### src/rtl/pwm_bank_pkg.sv
package pwm_bank_pkg;

    typedef enum logic [1:0] {
        CH_IDLE = 2'd0,
        CH_LOAD = 2'd1,
        CH_RUN  = 2'd2,
        CH_HALT = 2'd3
    } chan_state_e;

    // Lowest control bit of channel k: nibble 1 is skipped.
    function automatic int nib_base(input int k);
        return (k == 0) ? 0 : 4 * (k + 1);
    endfunction

endpackage

### src/rtl/pwm_regfile.sv
module pwm_regfile #(
    parameter int NCH = 5,
    parameter int CW  = 16,
    parameter int AW  = 4,
    parameter int DW  = 24
) (
    input  logic                     clk,
    input  logic                     rst_n,
    input  logic                     wr_en,
    input  logic [AW-1:0]            wr_addr,
    input  logic [DW-1:0]            wr_data,
    output logic [DW-1:0]            ctrl,
    output logic [NCH-1:0][CW-1:0]   cnt_buf,
    output logic [NCH-1:0][CW-1:0]   cmp_buf
);
    import pwm_bank_pkg::*;

    function automatic logic [DW-1:0] ctrl_init();
        logic [DW-1:0] v;
        v = '0;
        for (int k = 0; k < NCH - 1; k++) begin
            v[nib_base(k) + 2] = 1'b1;
        end
        return v;
    endfunction

    localparam logic [DW-1:0] CTRL_RST = ctrl_init();

    always_ff @(posedge clk or negedge rst_n) begin
        if (!rst_n) begin
            ctrl <= CTRL_RST;
        end else if (wr_en && wr_addr == '0) begin
            ctrl <= wr_data;
        end
    end

    for (genvar k = 0; k < NCH; k++) begin : g_buf
        localparam logic [AW-1:0] CNT_ADDR = AW'(2 * k + 1);
        localparam logic [AW-1:0] CMP_ADDR = AW'(2 * k + 2);

        always_ff @(posedge clk or negedge rst_n) begin
            if (!rst_n) begin
                cnt_buf[k] <= '0;
                cmp_buf[k] <= '0;
            end else if (wr_en) begin
                if (wr_addr == CNT_ADDR) cnt_buf[k] <= wr_data[CW-1:0];
                if (wr_addr == CMP_ADDR) cmp_buf[k] <= wr_data[CW-1:0];
            end
        end
    end

endmodule

### src/rtl/pwm_chan.sv
module pwm_chan #(
    parameter int CW = 16
) (
    input  logic                       clk,
    input  logic                       rst_n,
    input  logic                       start,
    input  logic                       manual,
    input  logic                       invert,
    input  logic                       autorl,
    input  logic                       tick,
    input  logic [CW-1:0]              buf_cnt,
    input  logic [CW-1:0]              buf_cmp,
    output logic                       pwm,
    output pwm_bank_pkg::chan_state_e  state,
    output logic [CW-1:0]              cnt,
    output logic [CW-1:0]              cmp
);
    import pwm_bank_pkg::*;

    chan_state_e state_d;
    logic        at_zero;
    logic        active;

    assign at_zero = (cnt == '0);

    // State register
    always_ff @(posedge clk or negedge rst_n) begin
        if (!rst_n) state <= CH_IDLE;
        else        state <= state_d;
    end

    // Next-state logic
    always_comb begin
        state_d = state;
        unique case (state)
            CH_IDLE: begin
                if (manual)     state_d = CH_LOAD;   // go_load
                else if (start) state_d = CH_RUN;    // idle_run
            end
            CH_LOAD: begin
                if (!manual) state_d = start ? CH_RUN : CH_IDLE; // load_run / load_idle
            end
            CH_RUN: begin
                if (manual)                          state_d = CH_LOAD;  // go_load
                else if (!start)                     state_d = CH_IDLE;  // run_idle
                else if (tick && at_zero && !autorl) state_d = CH_HALT;  // run_expire
            end
            CH_HALT: begin
                if (manual)      state_d = CH_LOAD;  // go_load
                else if (!start) state_d = CH_IDLE;  // halt_idle
            end
            default: state_d = CH_IDLE;
        endcase
    end

    // Active counter and compare registers
    always_ff @(posedge clk or negedge rst_n) begin
        if (!rst_n) begin
            cnt <= '0;
            cmp <= '0;
        end else if (manual) begin
            cnt <= buf_cnt;
            cmp <= buf_cmp;
        end else if (state == CH_RUN && start && tick) begin
            if (at_zero) begin
                if (autorl) begin                     // run_reload
                    cnt <= buf_cnt;
                    cmp <= buf_cmp;
                end
            end else begin
                cnt <= cnt - 1'b1;
            end
        end
    end

    // Output logic
    always_comb begin
        active = (state == CH_RUN) && (cnt <= cmp);
        pwm    = invert ? active : ~active;
    end

endmodule

### src/rtl/pwm_bank.sv
module pwm_bank #(
    parameter int NCH = 5,
    parameter int CW  = 16,
    parameter int AW  = 4
) (
    input  logic                  clk,
    input  logic                  rst_n,
    input  logic                  wr_en,
    input  logic [AW-1:0]         wr_addr,
    input  logic [4*(NCH+1)-1:0]  wr_data,
    input  logic [NCH-1:0]        tick,
    output logic [NCH-1:0]        pwm_out
);
    import pwm_bank_pkg::*;

    localparam int DW = 4 * (NCH + 1);

    logic [DW-1:0]            ctrl;
    logic [NCH-1:0][CW-1:0]   ch_bcnt;
    logic [NCH-1:0][CW-1:0]   ch_bcmp;
    logic [NCH-1:0][CW-1:0]   ch_cnt;
    logic [NCH-1:0][CW-1:0]   ch_cmp;
    logic [NCH-1:0][1:0]      ch_st;
    logic [NCH-1:0]           ch_start;
    logic [NCH-1:0]           ch_man;
    logic [NCH-1:0]           ch_inv;
    logic [NCH-1:0]           ch_arl;
    logic                     unused_ctrl;

    assign unused_ctrl = ^{ctrl[7:4], ctrl[4*NCH+3]};

    pwm_regfile #(.NCH(NCH), .CW(CW), .AW(AW), .DW(DW)) u_regs (
        .clk     (clk),
        .rst_n   (rst_n),
        .wr_en   (wr_en),
        .wr_addr (wr_addr),
        .wr_data (wr_data),
        .ctrl    (ctrl),
        .cnt_buf (ch_bcnt),
        .cmp_buf (ch_bcmp)
    );

    for (genvar k = 0; k < NCH; k++) begin : g_ch
        localparam int B = nib_base(k);
        chan_state_e st_k;

        assign ch_start[k] = ctrl[B];
        assign ch_man[k]   = ctrl[B+1];
        if (k == NCH - 1) begin : g_last
            assign ch_inv[k] = 1'b1;
            assign ch_arl[k] = ctrl[B+2];
        end else begin : g_std
            assign ch_inv[k] = ctrl[B+2];
            assign ch_arl[k] = ctrl[B+3];
        end

        pwm_chan #(.CW(CW)) u_chan (
            .clk     (clk),
            .rst_n   (rst_n),
            .start   (ch_start[k]),
            .manual  (ch_man[k]),
            .invert  (ch_inv[k]),
            .autorl  (ch_arl[k]),
            .tick    (tick[k]),
            .buf_cnt (ch_bcnt[k]),
            .buf_cmp (ch_bcmp[k]),
            .pwm     (pwm_out[k]),
            .state   (st_k),
            .cnt     (ch_cnt[k]),
            .cmp     (ch_cmp[k])
        );
        assign ch_st[k] = st_k;
    end

endmodule

### config.mk
export PLATFORM = sky130hd
export DESIGN_NAME = pwm_bank
export DESIGN_NICKNAME = d
export VERILOG_FILES = /design/src/rtl/pwm_bank_pkg.sv /design/src/rtl/pwm_regfile.sv /design/src/rtl/pwm_chan.sv /design/src/rtl/pwm_bank.sv
export SDC_FILE = /design/constraint.sdc
export NUM_CORES = 1
export LEC_CHECK = 0
export BUFFER_PORTS_ARGS = -buffer_cell sky130_fd_sc_hd__buf_2
export CAP_MARGIN = 20
export CORE_MARGIN = 2
export CORE_UTILIZATION = 63
export DETAILED_ROUTE_END_ITERATION = 8
export PLACE_DENSITY_LB_ADDON = 0.05
export SLEW_MARGIN = 5
export SYNTH_ARGS = -nofsm -noshare
export SYNTH_HDL_FRONTEND = slang
export SYNTH_HIERARCHICAL = 1
export SYNTH_SLANG_ARGS = --single-unit
### constraint.sdc
create_clock -name clk -period 2.6 [get_ports clk]
set_clock_uncertainty 0.15 [all_clocks]
set_input_delay 0.13 -clock clk [delete_from_list [all_inputs] [get_ports clk]]
set_output_delay 0.13 -clock clk [all_outputs]
set_load 0.02 [all_outputs]
==> results.ini, run 1 <==
[run_status]
outcome = complete, but fails checks
violations = setup timing

[clock_network]
numCtsBuffers = 39
cts_sinks = 349
h-tree-depth = 2
clk_path_buf_depth = 3
clk_pin_slew_worst_paths_ns = 0.06
root_buffer = clkbuf_16
clock_latency_ns = 0.53
tritoncts = yes

[grt]
grt-ovfl-total = 0
track_usage_pct = 29.19
first_global_vias = 12975
grt_pass1_wl_mm = 71.18
grt_max_degree = 77
antenna_found_initial = 3

[cells_and_area]
num-nets-final = 1820
stdcell_count = 2112
nFillCells = 2024
areaGrowthSynthToFinish_pct = 15.17
diodes = 0
drive_gt1_share_pct = 34.49

[route]
drtIter0Drc = 947
drc = 0
vias = 12928
antenna_left = 0
wl_per_cell_um = 21.27
detail_route.first_pass.iterations = 5
routed_wl_mm = 44.92
via_per_inst = 6.121

[timing]
rsz0062_at_grt = yes
setup-tns-final_ns = -0.7949
layout_setup_ws_ns = -0.2451
maxSlewViolCount = 0
period_share_pct = 109.4
max_clock_freq_mhz = 351.5
setup_viol = 5
tightest_slew_ns = 0.8833
finalHoldViolations = 0
min_period_ns = 2.845
relSlewSlack_pct = 41.12

[floorplan]
core-area_um2 = 29480
ios = 41
dieArea_um2 = 31260
initial_core_util_pct = 63.81
die_y_um = 176.8
rows = 63
die_w_um = 176.8

[place]
placed_cells = 1973
dpl.hpwl_mm = 28.10
gp_congestion = 0.8805
io_buffers = 39

[yosys]
synth_area_um2 = 18810
synthCells = 1566
syn_nets = 1692
syn_area_per_cell_um2 = 12.01
yosys_warnings = 6

[setup_path]
arrival_ns = 2.57
path_class = reg -> out
crit_path_end_kind = output pin
start_kind = flip-flop
worstPathRequired_ns = 2.32
path_max_fanout = 2

[min_path]
hp-class = in -> reg

[pwr]
powerDensity_nw_per_um2 = 1123
p_leak_nw = 9.771
irDropWorstVdd_v = 0.0007991

[job]
cap_violations = 0

metrics by stage:
step           total power, mW  worst slack (ns)  utilization [%]  hold slack, ns  area, um^2
4_1_cts                  23.67           -0.2422            72.28        0.002452       21310
3_3_place_gp             16.85            0.1297            65.67        -0.08099       19360
2_1_floorplan            15.00            0.2721                -         -0.3156       18810
5_1_grt                  25.91           -0.3160            73.48         0.01803       21660
3_5_place_dp             17.25            0.1002            65.67        -0.08180       19360
6_report                 24.33           -0.2451            73.48         0.01789       21660
routing by layer:
| metal | global-route usage [%] | part of all wire, % |
|---|---|---|
| met1 | 41.85 | 46 |
| met2 | 45.78 | 47 |
| met3 | 4.832 | 5.0 |
| met4 | 9.056 | 2.3 |
| met5 | 0 | 0 |
sequential cells by signal, indices dropped and copies added (netlist names):
signal,count
g_ch.u_chan/cmp,80
g_ch.u_chan/cnt,80
u_regs/cmp_buf,80
u_regs/cnt_buf,80
u_regs/ctrl,19
g_ch.u_chan/state,10
area by class of cell:
cell class	count	area, um^2	area share (%)
Tap cell	390	488.0	2.253
Clock buffer	58	1170	5.400
Timing Repair Buffer	167	1308	6.036
Sequential cell	349	8762	40.45
Clock inverter	11	132.6	0.6122
Multi-Input combinational cell	1015	9345	43.14
Inverter	122	457.9	2.114
placed cells by master, fill, tap and decap left out, types with 8 or more instances in the layout:
cell,n
dfrtp_2,19
a211oi_1,10
buf_2,33
nand3_1,47
dlygate4sd3_1,17
nor3b_1,18
or3_1,8
nor2_1,60
o211ai_1,13
inv_1,120
a2bb2oi_1,12
clkbuf_16,41
dfrtp_1,326
o21ai_1,39
buf_4,107
ha_1,75
mux2_4,62
a31oi_4,10
o21a_1,9
mux2_2,181
nand4_1,31
clkbuf_1,9
o221a_1,12
a21oi_1,61
and4_1,14
a22o_1,8
nor3_1,20
clkbuf_8,8
nor2b_1,19
mux2i_1,25
and3_1,9
ha_4,15
nor4_1,9
nand2_1,53
o21ai_0,16
nor4_4,10
critical path, cell delays in order (launching register included):
cell and delay (ns):
dfrtp_1 0.38, ha_1 0.30, nand4_1 0.14, or4_4 0.56, a21o_1 0.19, a41oi_2 0.21, xor2_1 0.10, buf_4 0.16
where the power goes:
part	internal (mW)	switching, mW	total [mW]
logic	4.87	4.99	9.86
clock network	3.40	2.18	5.58
registers	7.37	1.52	8.89
repair_timing:
item	4_1_cts	5_1_grt
gates resized for setup	49	30
setup endpoints to repair	5	5
endpoints found under the hold margin	374	1
hold buffers	17	1
setup buffers	31	22
pin swaps	39	17
path summary, 6_finish.rpt:
| check | end | from | cells past startpoint | slack [ns] |
|---|---|---|---|---|
| min in group asynchronous | u_regs/ctrl[10] | rst_n | 2 | 0.08 |
| min | u_regs/cmp_buf[15] | wr_data[15] | 2 | 0.02 |
| max reg2reg | g_ch[4].u_chan/cnt[8] | g_ch[4].u_chan/cnt[7] | 7 | 0.10 |
| max | pwm_out[4] | g_ch[4].u_chan/cnt[9] | 7 | -0.25 |
| max in group asynchronous | u_regs/ctrl[14] | rst_n | 3 | 1.77 |
| min reg2reg | g_ch[0].u_chan/cmp[1] | u_regs/cmp_buf[1] | 1 | 0.35 |
No activity file was read; power rests on OpenSTA's default activity.
==> run 2: changes to the inputs <==
--- a/config.mk
+++ b/config.mk
@@ -8,7 +8,7 @@
 export BUFFER_PORTS_ARGS = -buffer_cell sky130_fd_sc_hd__buf_2
 export CAP_MARGIN = 20
 export CORE_MARGIN = 2
-export CORE_UTILIZATION = 63
+export CORE_UTILIZATION = 50
 export DETAILED_ROUTE_END_ITERATION = 8
 export PLACE_DENSITY_LB_ADDON = 0.05
 export SLEW_MARGIN = 5
==> constraint.sdc (replaced) <==
create_clock -name clk -period 3 [get_ports clk]
set_clock_uncertainty 0.15 [all_clocks]
set_input_delay 0.15 -clock clk [delete_from_list [all_inputs] [get_ports clk]]
set_output_delay 0.15 -clock clk [all_outputs]
set_load 0.02 [all_outputs]
==> results.ini, run 2 (synthesized netlist as in run 1, its figures left out) <==
[floorplan]
die_w_um = 198.0
initial_core_util_pct = 50.30
rows = 71
die_y_um = 198.0
dieArea_um2 = 39190
ios = 41
core-area_um2 = 37400

[grt]
track_usage_pct = 24.02
grt-ovfl-total = 0
grt_pass1_wl_mm = 72.69
antenna_found_initial = 1
grt_max_degree = 74
first_global_vias = 12514

[clock_network]
clk_path_buf_depth = 3
clk_pin_slew_worst_paths_ns = 0.06
cts_sinks = 349
root_buffer = clkbuf_16
numCtsBuffers = 40
clock_latency_ns = 0.57
tritoncts = yes
h-tree-depth = 2

[route]
drc = 0
wl_per_cell_um = 20.86
detail_route.first_pass.iterations = 5
routed_wl_mm = 45.47
vias = 12566
via_per_inst = 5.764
antenna_left = 0
drtIter0Drc = 683

[min_path]
hp-class = in -> reg

[place]
dpl.hpwl_mm = 29.02
placed_cells = 2070
place_ws_ns = 0.4292
placed_cell_area_um2 = 19330
gp_congestion = 0.8557
io_buffers = 39

[timing]
maxSlewViolCount = 0
layout_setup_ws_ns = 0.03645
max_clock_freq_mhz = 337.4
relSlewSlack_pct = 31.35
period_share_pct = 98.79
hold_slack_ns = 0.01458
finalHoldViolations = 0
min_period_ns = 2.964
setup-tns-final_ns = 0
setup_viol = 0
tightest_slew_ns = 1.030
rsz0062_at_grt = yes

[setup_path]
r2r_slack_ns = 0.47
slowest_delay_ns = 0.58
cp.buffers_inverters = 1
arrival_ns = 2.66
crit_path_end_kind = output pin
path_cells = ha_4 -> nand4_1 -> or4_4 -> a21o_1 -> a41oi_2 -> xor2_1 -> buf_4
slowest_stage = or4_4
start_kind = flip-flop
path_max_fanout = 6
worstPathRequired_ns = 2.70
cp_top_family = simple AND/OR/NAND/NOR gates
path_class = reg -> out

[job]
cap_violations = 0

[pwr]
p_leak_nw = 9.487
switchingPower_mw = 7.324
pwr-share-clk_pct = 25.1
p_comb_share_pct = 36.4
internal_power_mw = 13.06
irDropWorstVdd_v = 0.0004390
p_sw_share_pct = 35.92
powerDensity_nw_per_um2 = 958.9
seq_power_share_pct = 38.5

[cells_and_area]
nFillCells = 3190
final_cell_mix = dfrtp_1 (331), mux2_2 (181), inv_1 (122)
final_common_cell = dfrtp_1
drive_gt1_share_pct = 31.09
areaGrowthSynthToFinish_pct = 13.03
num-nets-final = 1760
stdcell_area_um2 = 21260
stdcell_count = 2180

[run_status]
outcome = completed

run 2: cell count changes in the layout (fill, tap and decap cells not counted), moves of 5 or more:
| cell | previous run | this run |
|---|---|---|
| buf_4 | 107 | 49 |
| dfrtp_1 | 326 | 331 |
| dfrtp_2 | 19 | 14 |
| ha_1 | 75 | 85 |
| ha_4 | 15 | 5 |
run 2: power by group through the flow:
stage / Clock, mW / Sequential [mW] / Combinational, mW
floorplan: 0 / 7.46 / 5.55
global route: 5.45 / 8.11 / 8.27
finish: 5.12 / 7.85 / 7.42
detailed placement: 0 / 7.93 / 6.86
CTS: 5.25 / 7.84 / 7.12
global placement: 0 / 7.89 / 6.68
run 2: timing repair:
action / 4_1_cts / 5_1_grt
gates resized for setup: 23 / 28
gates cloned: 0 / 0
pin swaps: 10 / 15
endpoints found under the setup margin: 4 / 5
hold buffers: 17 / 0
hold endpoints to repair: 314 / 0
buffers inserted: 7 / 9
run 2: area by class of cell:
type                    count  area (um^2)  share of cell area (%)
multi-input cells        1015         9196                   43.25
flip-flops and latches    349         8756                   41.18
clock buffers              59         1194                   5.614
repair buffers            106        823.3                   3.872
well taps                 511        639.4                   3.007
inverters                 122        457.9                   2.154
clock inverters            15        187.7                  0.8827
diodes                      3        7.507                 0.03531
run 2: stage by stage:
| stage | util [%] | power [mW] |
|---|---|---|
| 2_1_floorplan | - | 13.00 |
| 3_3_place_gp | 51.69 | 14.57 |
| 3_5_place_dp | 51.69 | 14.79 |
| 4_1_cts | 56.24 | 20.21 |
| 5_1_grt | 56.83 | 21.83 |
| 6_report | 56.85 | 20.39 |
run 2: worst paths after layout:
kind | start | endpoint | cells after the start
setup / recovery | g_ch[4].u_chan/cnt[8] | pwm_out[4] | 7
hold / removal | wr_data[2] | u_regs/ctrl[2] | 2
setup reg to reg | g_ch[0].u_chan/cnt[0] | g_ch[0].u_chan/cnt[5] | 7
hold reg to reg | u_regs/cmp_buf[64] | g_ch[4].u_chan/cmp[0] | 1
max in group asynchronous | rst_n | g_ch[4].u_chan/cnt[8] | 3
min in group asynchronous | rst_n | g_ch[1].u_chan/cnt[3] | 2
run 2: layer usage:
layer  wire, um  track usage (%)  up-vias  share of wire [%]
li1           -                -     5885                  -
met4        980            6.850        0                2.2
met3       1942            3.032       53                4.3
met1      22560            36.22     6375                 50
met2      19990            36.32      253                 44
met5          0                0        -                  0
